$ cat src/rtl/cfg_xlate_pkg.sv
package cfg_xlate_pkg;
  localparam int unsigned OFS_W      = 16;
  localparam int unsigned WORD_W     = 2 * OFS_W;
  localparam int unsigned MAP_W      = 32;
  localparam int unsigned TYPE1_BIT  = 16;
  localparam int unsigned SEL_LO     = 11;
  localparam int unsigned SEL_W      = WORD_W - SEL_LO;
  localparam int unsigned DEV_W      = 5;
  localparam int unsigned BUS_W      = 8;

  typedef enum logic [1:0] {
    SZ_BYTE  = 2'b00,
    SZ_HALF  = 2'b01,
    SZ_WORD  = 2'b10,
    SZ_WORD2 = 2'b11
  } acc_size_e;

  typedef struct packed {
    logic accept;
    logic error;
    logic refuse_rd;
  } gate_res_t;
endpackage

$ cat src/rtl/cfg_word_build.sv
module cfg_word_build
  import cfg_xlate_pkg::*;
#(
  parameter int unsigned P_OFS_W  = OFS_W,
  parameter int unsigned P_MAP_W  = MAP_W,
  parameter int unsigned P_T1_BIT = TYPE1_BIT
) (
  input  logic [P_OFS_W-1:0]   offset_i,
  input  logic [P_MAP_W-1:0]   map_cfg_i,
  output logic [2*P_OFS_W-1:0] word_o,
  output logic                 type1_o
);
  localparam int unsigned HI_W = P_MAP_W - P_OFS_W - 1;

  assign word_o  = {map_cfg_i[P_OFS_W-1:0], offset_i};
  assign type1_o = map_cfg_i[P_T1_BIT];

  logic unused_hi;
  assign unused_hi = ^map_cfg_i[P_MAP_W-1 -: HI_W];
endmodule

$ cat src/rtl/cfg_lsb_enc.sv
module cfg_lsb_enc #(
  parameter int unsigned IN_W  = 21,
  parameter int unsigned IDX_W = (IN_W > 1) ? $clog2(IN_W) : 1
) (
  input  logic [IN_W-1:0]  sel_i,
  output logic [IDX_W-1:0] idx_o,
  output logic             none_o
);
  // scan from the top so the lowest set bit wins
  always_comb begin
    idx_o = '0;
    for (int i = IN_W - 1; i >= 0; i--) begin
      if (sel_i[i]) idx_o = IDX_W'(i);
    end
  end

  assign none_o = ~|sel_i;
endmodule

$ cat src/rtl/cfg_access_gate.sv
module cfg_access_gate
  import cfg_xlate_pkg::*;
(
  input  acc_size_e  size_i,
  input  logic [1:0] ofs_lo_i,
  input  logic       wr_i,
  input  logic       type1_i,
  input  logic       sel_none_i,
  output gate_res_t  res_o,
  output logic [31:0] ones_o
);
  logic misalign;

  always_comb begin
    unique case (size_i)
      SZ_BYTE: begin misalign = 1'b0;        ones_o = 32'h0000_00ff; end
      SZ_HALF: begin misalign = ofs_lo_i[0]; ones_o = 32'h0000_ffff; end
      default: begin misalign = |ofs_lo_i;   ones_o = 32'hffff_ffff; end
    endcase
  end

  // type-1 refusal outranks both error causes
  always_comb begin
    res_o.accept    = ~type1_i & ~sel_none_i & ~misalign;
    res_o.error     = ~type1_i & (sel_none_i | misalign);
    res_o.refuse_rd = ~wr_i & ~res_o.accept;
  end
endmodule

$ cat src/rtl/cfg_resp_reg.sv
module cfg_resp_reg
  import cfg_xlate_pkg::*;
#(
  parameter int unsigned ADDR_W = WORD_W
) (
  input  logic              clk_i,
  input  logic              rst_ni,
  input  logic              req_i,
  input  gate_res_t         res_i,
  input  logic [ADDR_W-1:0] addr_i,
  input  logic [31:0]       ones_i,
  output logic [ADDR_W-1:0] addr_o,
  output logic              valid_o,
  output logic              err_o,
  output logic              clr_o,
  output logic [31:0]       rdata_o
);
  always_ff @(posedge clk_i or negedge rst_ni) begin
    if (!rst_ni) begin
      addr_o  <= '0;
      valid_o <= 1'b0;
      err_o   <= 1'b0;
      clr_o   <= 1'b0;
      rdata_o <= '0;
    end else begin
      valid_o <= req_i & res_i.accept;
      err_o   <= req_i & res_i.error;
      clr_o   <= req_i & res_i.accept;
      if (req_i) begin
        rdata_o <= res_i.refuse_rd ? ones_i : 32'h0;
        if (res_i.accept) addr_o <= addr_i;
      end
    end
  end
endmodule

$ cat src/rtl/cfg_addr_xlate.sv
module cfg_addr_xlate
  import cfg_xlate_pkg::*;
(
  input  logic        clk_i,
  input  logic        rst_ni,
  input  logic        req_i,
  input  logic        wr_i,
  input  logic [1:0]  size_i,
  input  logic [15:0] offset_i,
  input  logic [31:0] map_cfg_i,
  input  logic [7:0]  bus_i,
  output logic [31:0] cfg_addr_o,
  output logic        valid_o,
  output logic        err_o,
  output logic        abort_clr_o,
  output logic [31:0] refuse_data_o
);
  localparam int unsigned ENC_W = (SEL_W > 1) ? $clog2(SEL_W) : 1;
  localparam int unsigned PAD_W = WORD_W - 1 - BUS_W - 16;

  logic [WORD_W-1:0] word;
  logic              type1;
  logic [ENC_W-1:0]  dev_idx;
  logic              sel_none;
  gate_res_t         gate;
  logic [31:0]       ones;
  logic [WORD_W-1:0] addr_c;
  logic [DEV_W-1:0]  dev_num;

  cfg_word_build u_word (
    .offset_i  (offset_i),
    .map_cfg_i (map_cfg_i),
    .word_o    (word),
    .type1_o   (type1)
  );

  cfg_lsb_enc #(.IN_W(SEL_W), .IDX_W(ENC_W)) u_enc (
    .sel_i  (word[WORD_W-1:SEL_LO]),
    .idx_o  (dev_idx),
    .none_o (sel_none)
  );

  cfg_access_gate u_gate (
    .size_i     (acc_size_e'(size_i)),
    .ofs_lo_i   (offset_i[1:0]),
    .wr_i       (wr_i),
    .type1_i    (type1),
    .sel_none_i (sel_none),
    .res_o      (gate),
    .ones_o     (ones)
  );

  assign dev_num = DEV_W'(dev_idx);
  assign addr_c  = {1'b1, {PAD_W{1'b0}}, bus_i, dev_num, word[10:8], word[7:2], 2'b00};

  cfg_resp_reg #(.ADDR_W(WORD_W)) u_resp (
    .clk_i   (clk_i),
    .rst_ni  (rst_ni),
    .req_i   (req_i),
    .res_i   (gate),
    .addr_i  (addr_c),
    .ones_i  (ones),
    .addr_o  (cfg_addr_o),
    .valid_o (valid_o),
    .err_o   (err_o),
    .clr_o   (abort_clr_o),
    .rdata_o (refuse_data_o)
  );
endmodule

$ cat config.mk
export PLATFORM = sky130hd
export DESIGN_NAME = cfg_addr_xlate
export DESIGN_NICKNAME = d
export VERILOG_FILES = /design/src/rtl/cfg_xlate_pkg.sv /design/src/rtl/cfg_word_build.sv /design/src/rtl/cfg_lsb_enc.sv /design/src/rtl/cfg_access_gate.sv /design/src/rtl/cfg_resp_reg.sv /design/src/rtl/cfg_addr_xlate.sv
export SDC_FILE = /design/constraint.sdc
export NUM_CORES = 1
export LEC_CHECK = 0
export BUFFER_PORTS_ARGS = -buffer_cell sky130_fd_sc_hd__buf_2
export CORE_MARGIN = 2
export CORE_UTILIZATION = 37
export DETAILED_ROUTE_END_ITERATION = 10
export SLEW_MARGIN = 20
export SYNTH_ARGS = -nofsm -noshare
export SYNTH_HDL_FRONTEND = slang
export SYNTH_HIERARCHICAL = 1
export SYNTH_SLANG_ARGS = --single-unit
$ cat constraint.sdc
create_clock -name clk_i -period 1.5 [get_ports clk_i]
set_clock_uncertainty 0.05 [all_clocks]
set_input_delay 0.075 -clock clk_i [delete_from_list [all_inputs] [get_ports clk_i]]
set_output_delay 0.075 -clock clk_i [all_outputs]
set_load 0.05 [all_outputs]
==> results of run 1 <==
==> final cells by class <==
class / instances / area share
Sequential cell: 66 / 0.339
Multi-Input combinational cell: 163 / 0.298
Timing Repair Buffer: 177 / 0.266
Tap cell: 111 / 0.0285
Inverter: 36 / 0.0277
Clock buffer: 9 / 0.0254
Clock inverter: 7 / 0.0159
==> worst min-delay path by stage <==
stage          startpoint            endpoint  slack [ns]
2_1_floorplan      rst_ni    u_resp/addr_o[0]       -0.27
3_3_place_gp       rst_ni  u_resp/rdata_o[20]        0.07
3_5_place_dp       rst_ni  u_resp/rdata_o[23]        0.07
4_1_cts              wr_i  u_resp/rdata_o[15]        0.16
5_1_grt              wr_i   u_resp/rdata_o[8]        0.20
6_report             wr_i   u_resp/rdata_o[8]        0.19
==> report_power, final <==
part	switching [W]	internal [W]
Combinational	0.00132	0.000681
Clock	0.000736	0.000781
Sequential	0.000133	0.00202
==> registers in the layout, indices dropped and copies added (netlist names) <==
| name | cells |
|---|---|
| u_resp/addr_o | 32 |
| u_resp/clr_o | 1 |
| u_resp/rdata_o | 32 |
| u_resp/err_o | 1 |
==> per-stage QoR <==
stage               cells  setup slack (ns)  hold slack, ns  TNS, ns  cell area [µm²]
finish                569            -0.396           0.192   -20.07             4880
CTS                   568            -0.353           0.162   -18.98             4750
global placement      526            -0.716          0.0669   -41.56             4200
global route          569            -0.448           0.198   -24.33             4880
detailed placement    526            -0.752          0.0732   -44.21             4200
floorplan             341            -0.680          -0.271   -35.56             3730
==> worst max-delay path: stages <==
cell and delay (ns):
buf_6 0.09, or4_4 0.55, nor2_4 0.15, nand3_4 0.08
nor3_4 0.21, a211oi_2 0.08, o21ba_2 0.24, nand2_4 0.13
buf_12 0.16, mux2_4 0.30
==> timing repair <==
item,in CTS,in global routing
gates resized for setup,18,18
setup buffers,5,0
hold buffers,19,0
pin swaps,0,3
cloned,2,1
setup endpoints to repair,65,65
endpoints found under the hold margin,84,0
==> metal layers <==
layer  track usage  up-vias  part of all wire
li1              -     1268                 -
met1         0.188     1217              0.41
met2         0.259       79              0.50
met3        0.0465       12             0.061
met4        0.0727        0             0.024
met5             0        -                 0
==> layout by cell type (no fill, tap or decap), types with 2 or more instances in the layout <==
cell type      instances
a21oi_1                3
and2_1                 2
buf_12                 7
buf_16                 2
buf_2                110
buf_4                 27
buf_6                  9
buf_8                  2
clkbuf_8               9
clkinv_4               2
conb_1                18
dfrtp_1               66
dlygate4sd3_1         19
inv_1                 35
inv_6                  2
mux2_4                31
nand2_1                2
nand3_2               28
nand3_4                5
nor2_1                 9
nor2b_1                2
nor3_1                 6
nor3_4                 2
nor4_1                 4
o21ai_1               27
o21ai_2                6
o31ai_1                2
or4_4                  2
==> reports/metrics.cfg, run 1 <==
[synth]
synth_area_um2=3460
ys_warn_count=6
syn_avg_cell_area_um2=10.6
synthCells=326

[cells_and_area]
multi_input_area_um2=1450
final_util=0.533
insertedDiodeCount=0
layout.nets=515
fillerInstances=841
drive_above_1_share=0.561
synthToLayoutAreaGrowth_pct=40.7
register_area_um2=1650

[run_status]
status=finished with violations
failed_checks=negative setup slack

[sta]
setup_viol=65
drv_slew=0
fin_crit_ns=1.90
fin_crit_sh=1.26
fin_ws_ns=-0.396
max_freq_mhz=527
grt_setup_unrepaired=yes
hold_violations=0

[die]
start_util=0.379
fp.dieH_um=101
pin_count=129
fp-row-count=35
dieArea_um2=10200
dieWidth_um=101
core_um2=9150

[clock_tree]
clkLatencyLatePin_ns=0.34
htreeDepth=3
cts_buffers=9
clockBufferDepth=2
cts_root_buf=clkbuf_8
clk_pin_slew_ns=0.08
cts_tree=done
cts_sinks=66

[grt]
grt_pass1_wl_mm=12.3
grt_antenna_before_repair=0
grt_pass1_vias=2543
groute.usage.overall=0.157
grt_max_degree=67
grt-ovfl-total=0

[setup_path]
worstPathRequired_ns=1.68
timing.rr.start=u_resp/addr_o[24]
crit_type=primary input to flip-flop
critPathLaunch=map_cfg_i[4]
crit_path_end=u_resp/addr_o[20]
worst_r2r_path_depth=1
crit_fanout=9
start_kind=primary input
cp.arrival_ns=2.07
reg2reg_slack_ns=0.68
crit_path_end_kind=flip-flop
worstReg2RegEnd=u_resp/addr_o[24]

[drt]
wirelength_mm=7.71
wire_per_inst_um=13.5
drt_pass1_iterations=4
vias_per_cell=4.53
drt_iter0_markers=68
drc_errors=0
vias=2576
antenna_left=0

[hold_path]
hold_class=primary input to flip-flop
worstHoldPathCells=6

[pwr]
ir_worst_vdd_v=0.000479
power_w=0.00567
p_leak_nw=2.47
cellPowerDensity_nw_per_um2=1160

[placed_design]
gp_congestion=0.811
io_buffer_count=113
dpl.hpwl_mm=5.05

[flow_run]
maxCapViolations=0

No activity file was read; power rests on OpenSTA's default activity.
==> run 2, diff against run 1 <==
- BUFFER_PORTS_ARGS: -buffer_cell sky130_fd_sc_hd__buf_2 -> -buffer_cell sky130_fd_sc_hd__buf_4
- CAP_MARGIN: not set -> 20
==> run 2 against run 1 <==
The flow still finishes with violations (negative setup slack); sequential cell count unchanged; sequential power about the same; non-clock buffer count up 1; global-route usage up 0.25 points; final area up 5.9%; combinational power up 9%; fmax down 0.75%; cell count up 0.18%; critical endpoint is now u_resp/addr_o[10]; first-iteration DRC count up 47%; highest routed layer unchanged; largest power group is now combinational cells; utilization up 3.1 points.
==> reports/metrics.cfg, run 2 (synthesis gave the netlist of run 1 again) <==
[flow_run]
maxCapViolations=0

[clock_tree]
cts_sinks=66
clk_pin_slew_ns=0.08
cts_tree=done
clockBufferDepth=2
clkLatencyLatePin_ns=0.33
cts_root_buf=clkbuf_8
htreeDepth=3
cts_buffers=9

[sta]
tightest_slew_ns=0.576
setup_tns_ns=-21.09
maxSlewHeadroom=0.616
fin_crit_ns=1.91
setup_viol=65
grt_setup_unrepaired=yes
hold_violations=0
max_freq_mhz=523
fin_ws_ns=-0.411
drv_slew=0
fin_crit_sh=1.27

[setup_path]
worst_r2r_path_depth=1
worstReg2RegEnd=u_resp/addr_o[8]
worstPathRequired_ns=1.67
slowest_stage=or4_4
crit_fanout=9
crit_path_end=u_resp/addr_o[10]
cpPeakStageDelay_ns=0.54
critPathLaunch=map_cfg_i[3]
critPathBufInv=2
reg2reg_slack_ns=0.68
timing.rr.start=u_resp/addr_o[8]
crit_family=simple AND/OR/NAND/NOR gates
crit_type=primary input to flip-flop
crit_chain=buf_6 -> or4_4 -> nor2_4 -> nand3_2 -> nor3_4 -> a211oi_2 -> o21ba_2 -> nand2_4 -> buf_12 -> mux2_4
start_kind=primary input
crit_path_end_kind=flip-flop
cp.arrival_ns=2.08
cp.depth=10

[placed_design]
gp_congestion=0.826
io_buffer_count=113
dpl.hpwl_mm=5.40
place_inst=526

[grt]
grt.busiest_layer=met2
met3_usage=0.0409
use_met1=0.204
grt_antenna_before_repair=0
grt_pass1_vias=2555
groute.usage.overall=0.159
grt_pass1_wl_mm=12.7
grt_use_met2=0.259
grt-ovfl-total=0
grt_max_degree=41

[drt]
drt_pass1_iterations=4
vias=2555
vias_per_cell=4.48
drc_errors=0
antenna_left=0
wirelength_mm=7.92
drt_iter0_markers=100
wire_per_inst_um=13.9

[pwr]
ir_worst_vdd_v=0.000467
p_leak_nw=2.55
p_switching_w=0.00217
p_clk_frac=0.265
p_seq_frac=0.366
power_frac_comb=0.369
p_sw_frac=0.367
power_w=0.00591
cell_internal_pwr_w=0.00374
cellPowerDensity_nw_per_um2=1140

[cells_and_area]
fin_cells=570
reg_top3=u_resp/addr_o: 32 flops, u_resp/rdata_o: 32 flops
layout.nets=516
final_common_cell=buf_4
synthToLayoutAreaGrowth_pct=49.0
drive_above_1_share=0.573
final_cell_mix=buf_4 (140), dfrtp_1 (66), inv_1 (35)
insertedDiodeCount=0

[die]
dieArea_um2=10200
pin_count=129
start_util=0.379
fp.dieH_um=101
fp-row-count=35
dieWidth_um=101
core_um2=9150

[run_status]
failed_checks=negative setup slack
status=finished with violations

[hold_path]
hold_class=primary input to flip-flop

run 2: worst min path at each step:
stage	cells after the start	end	from	slack, ns
after detailed placement	1	u_resp/rdata_o[26]	rst_ni	-0.01
after CTS	3	u_resp/err_o	map_cfg_i[16]	0.009
after global placement	1	u_resp/rdata_o[26]	rst_ni	-0.02
after floorplan	0	u_resp/addr_o[0]	rst_ni	-0.27
final	3	u_resp/err_o	map_cfg_i[16]	0.02
after global routing	3	u_resp/err_o	map_cfg_i[16]	0.03
run 2: layer usage:
metal  vias up  share of wire
met3        10          0.051
met2        63           0.49
li1       1271              -
met1      1211           0.44
met4         0          0.016
met5         -              0
run 2: layout make-up:
type                       instances  area, µm²
timing repair buffer             178       1560
multi-input combinational        163       1470
clock buffer                      11        151
inverter                          36        135
sequential                        66       1650
clock inverter                     5       60.1
tap                              111        139
fill                             797       3990
run 2: stage by stage:
stage | utilization | area [µm²] | setup slack [ns] | hold slack, ns
after global placement | 0.489 | 4470 | -0.727 | -0.0218
after detailed placement | 0.489 | 4470 | -0.757 | -0.00991
after CTS | 0.550 | 5040 | -0.365 | 0.00872
after floorplan | - | 3730 | -0.680 | -0.271
final | 0.564 | 5160 | -0.411 | 0.0167
after global routing | 0.564 | 5160 | -0.465 | 0.0310
run 2: what timing repair did:
| action | in CTS | in global routing |
|---|---|---|
| endpoints found under the hold margin | 83 | 0 |
| pin swaps | 0 | 2 |
| gates resized for setup | 22 | 22 |
| endpoints found under the setup margin | 65 | 66 |
| buffers inserted | 6 | 1 |
| hold buffers | 18 | 0 |
| gates cloned | 3 | 1 |
run 2: power groups by stage:
stage | registers, W | logic (W) | clock network, W
6_report | 0.00216 | 0.00218 | 0.00156
5_1_grt | 0.00219 | 0.00229 | 0.00169
4_1_cts | 0.00216 | 0.00215 | 0.00161
3_5_place_dp | 0.00219 | 0.00204 | 0
3_3_place_gp | 0.00219 | 0.00202 | 0
2_1_floorplan | 0.00303 | 0.000615 | 0
==> run 3, diff against run 2 <==
- ABC_AREA: not set -> 1
==> run 3 against run 2 <==
The flow now finishes without violations; die area fell by 1.2%; utilization fell by 6.3 points; synthesized area fell by 1.3%; non-clock buffer count fell by 21; fmax rose by 42%; worst setup slack improved by 0.56 ns; final area fell by 12%; wire length fell by 5.3%; first-iteration DRC count fell by 44%; critical path depth rose by 1; sequential share of layout area rose by 4.2 points; cell count rose by 13%; critical path type unchanged; critical endpoint unchanged.
==> reports/metrics.cfg, run 3 <==
[run_status]
status=completed

[synth]
ys_warn_count=6
synthCells=426
syn_avg_cell_area_um2=8.03
synth_area_um2=3420

[die]
pin_count=129
core_um2=9110
fp-row-count=35
start_util=0.376
dieArea_um2=10000
dieWidth_um=100
fp.dieH_um=100

[cells_and_area]
synthToLayoutAreaGrowth_pct=33.5
final_common_cell=nand2_1
fillerInstances=892
drive_above_1_share=0.313
layout.nets=588
multi_input_area_um2=1170
register_area_um2=1650
final_cell_mix=nand2_1 (153), buf_4 (133), nand3_1 (66), dfrtp_1 (66), inv_1 (26)
fin_cells=643
reg_top3=u_resp/addr_o: 32 flops, u_resp/rdata_o: 32 flops

[clock_tree]
cts_sinks=66
cts_root_buf=clkbuf_8
htreeDepth=3
clkLatencyLatePin_ns=0.32
post_cts_buffers=0
cts_tree=done
clk_pin_slew_ns=0.07
clockBufferDepth=2
cts_buffers=9

[grt]
grt_antenna_before_repair=0
grt-ovfl-total=0
grt_pass1_wl_mm=12.5
groute.usage.overall=0.155
grt_pass1_vias=2691
grt_max_degree=40

[sta]
grt_setup_unrepaired=no
hold_ws_ns=0.0331
drv_slew=0
hold_violations=0
max_freq_mhz=742
fin_crit_ns=1.35
setup_viol=0
fin_crit_sh=0.899

[setup_path]
path_common_cell=nand2_1
critPathBufInv=3
crit_type=primary input to flip-flop
timing.rr.start=u_resp/rdata_o[2]
cpPeakStageDelay_ns=0.30
start_kind=primary input
worstPathRequired_ns=1.72
crit_chain=buf_4 -> nor4_4 -> nand4_1 -> nor3_2 -> a21oi_1 -> nand3_1 -> inv_1 -> nand2_4 -> buf_12 -> nand2_1 -> nand2_1
crit_fanout=22
critPathLaunch=offset_i[11]
crit_path_end_kind=flip-flop
crit_family=simple AND/OR/NAND/NOR gates
cp.arrival_ns=1.56
slowest_stage=nor4_4

[drt]
drt_pass1_iterations=4
vias_per_cell=4.37
vias=2810
drc_errors=0
antenna_left=0
wire_per_inst_um=11.7
drt_iter0_markers=56
wirelength_mm=7.50

[hold_path]
hold_start=req_i
hold_class=primary input to flip-flop

[pwr]
p_switching_w=0.00200
power_frac_comb=0.326
p_leak_nw=2.61
ir_worst_vdd_v=0.000599
cell_internal_pwr_w=0.00351
p_clk_frac=0.288
cellPowerDensity_nw_per_um2=1210
p_sw_frac=0.363
p_seq_frac=0.387

[placed_design]
gp_congestion=0.839
io_buffer_count=113
place_inst=607
dpl.hpwl_mm=5.29

[flow_run]
maxCapViolations=0

-- run 3: worst paths after layout --
kind | endpoint | slack, ns | cells after the start
worst max-delay path | u_resp/addr_o[10] | 0.15 | 11
worst min-delay path | u_resp/rdata_o[11] | 0.03 | 3
worst max register to register | u_resp/rdata_o[2] | 0.82 | 2
worst min register to register | u_resp/addr_o[29] | 0.43 | 2
max in group asynchronous | u_resp/addr_o[29] | 0.68 | 3
min in group asynchronous | u_resp/rdata_o[19] | 0.19 | 2
-- run 3: layer usage --
layer  GRT usage  wire, µm  vias to the layer above  part of all wire
li1            -         -                     1444                 -
met1       0.196      3270                     1275              0.44
met4      0.0632        80                        0             0.011
met2       0.253      3700                       84              0.49
met5           0         0                        -                 0
met3      0.0404       444                        7             0.059
-- run 3: power by group through the flow --
stage               Sequential, W  Combinational (W)  Clock, W
floorplan                 0.00292           0.000481         0
global placement          0.00216            0.00175         0
detailed placement        0.00216            0.00177         0
CTS                       0.00213            0.00181   0.00165
global route              0.00216            0.00191   0.00172
finish                    0.00213            0.00179   0.00158
-- run 3: worst min-delay path, cell delays in order --
cell and delay, ns:
buf_4 0.16, nand3_1 0.09, nand2_1 0.04
-- run 3: layout make-up --
| class | count | area share |
|---|---|---|
| diodes | 1 | 0.000548 |
| clock buffers | 11 | 0.0288 |
| clock inverters | 5 | 0.0173 |
| inverters | 29 | 0.0238 |
| multi-input cells | 263 | 0.255 |
| flip-flops and latches | 66 | 0.362 |
| well taps | 111 | 0.0304 |
| repair buffers | 157 | 0.282 |
-- run 3: timing repair --
action	in CTS	in global routing
endpoints found under the setup margin	0	1
gates resized for setup	0	1
endpoints found under the hold margin	58	0
hold buffers	19	0
-- run 3: metrics by stage --
stage / cell area (µm²) / power, W / setup WS (ns) / setup TNS [ns] / utilization
final: 4570 / 0.00550 / 0.152 / 0 / 0.501
after global routing: 4560 / 0.00580 / 0.0134 / 0 / 0.501
after CTS: 4560 / 0.00559 / 0.119 / 0 / 0.501
after detailed placement: 4160 / 0.00393 / -0.237 / -14.17 / 0.457
after global placement: 4160 / 0.00391 / -0.196 / -11.56 / 0.457
after floorplan: 3570 / 0.00341 / -0.0118 / -0.0813 / -
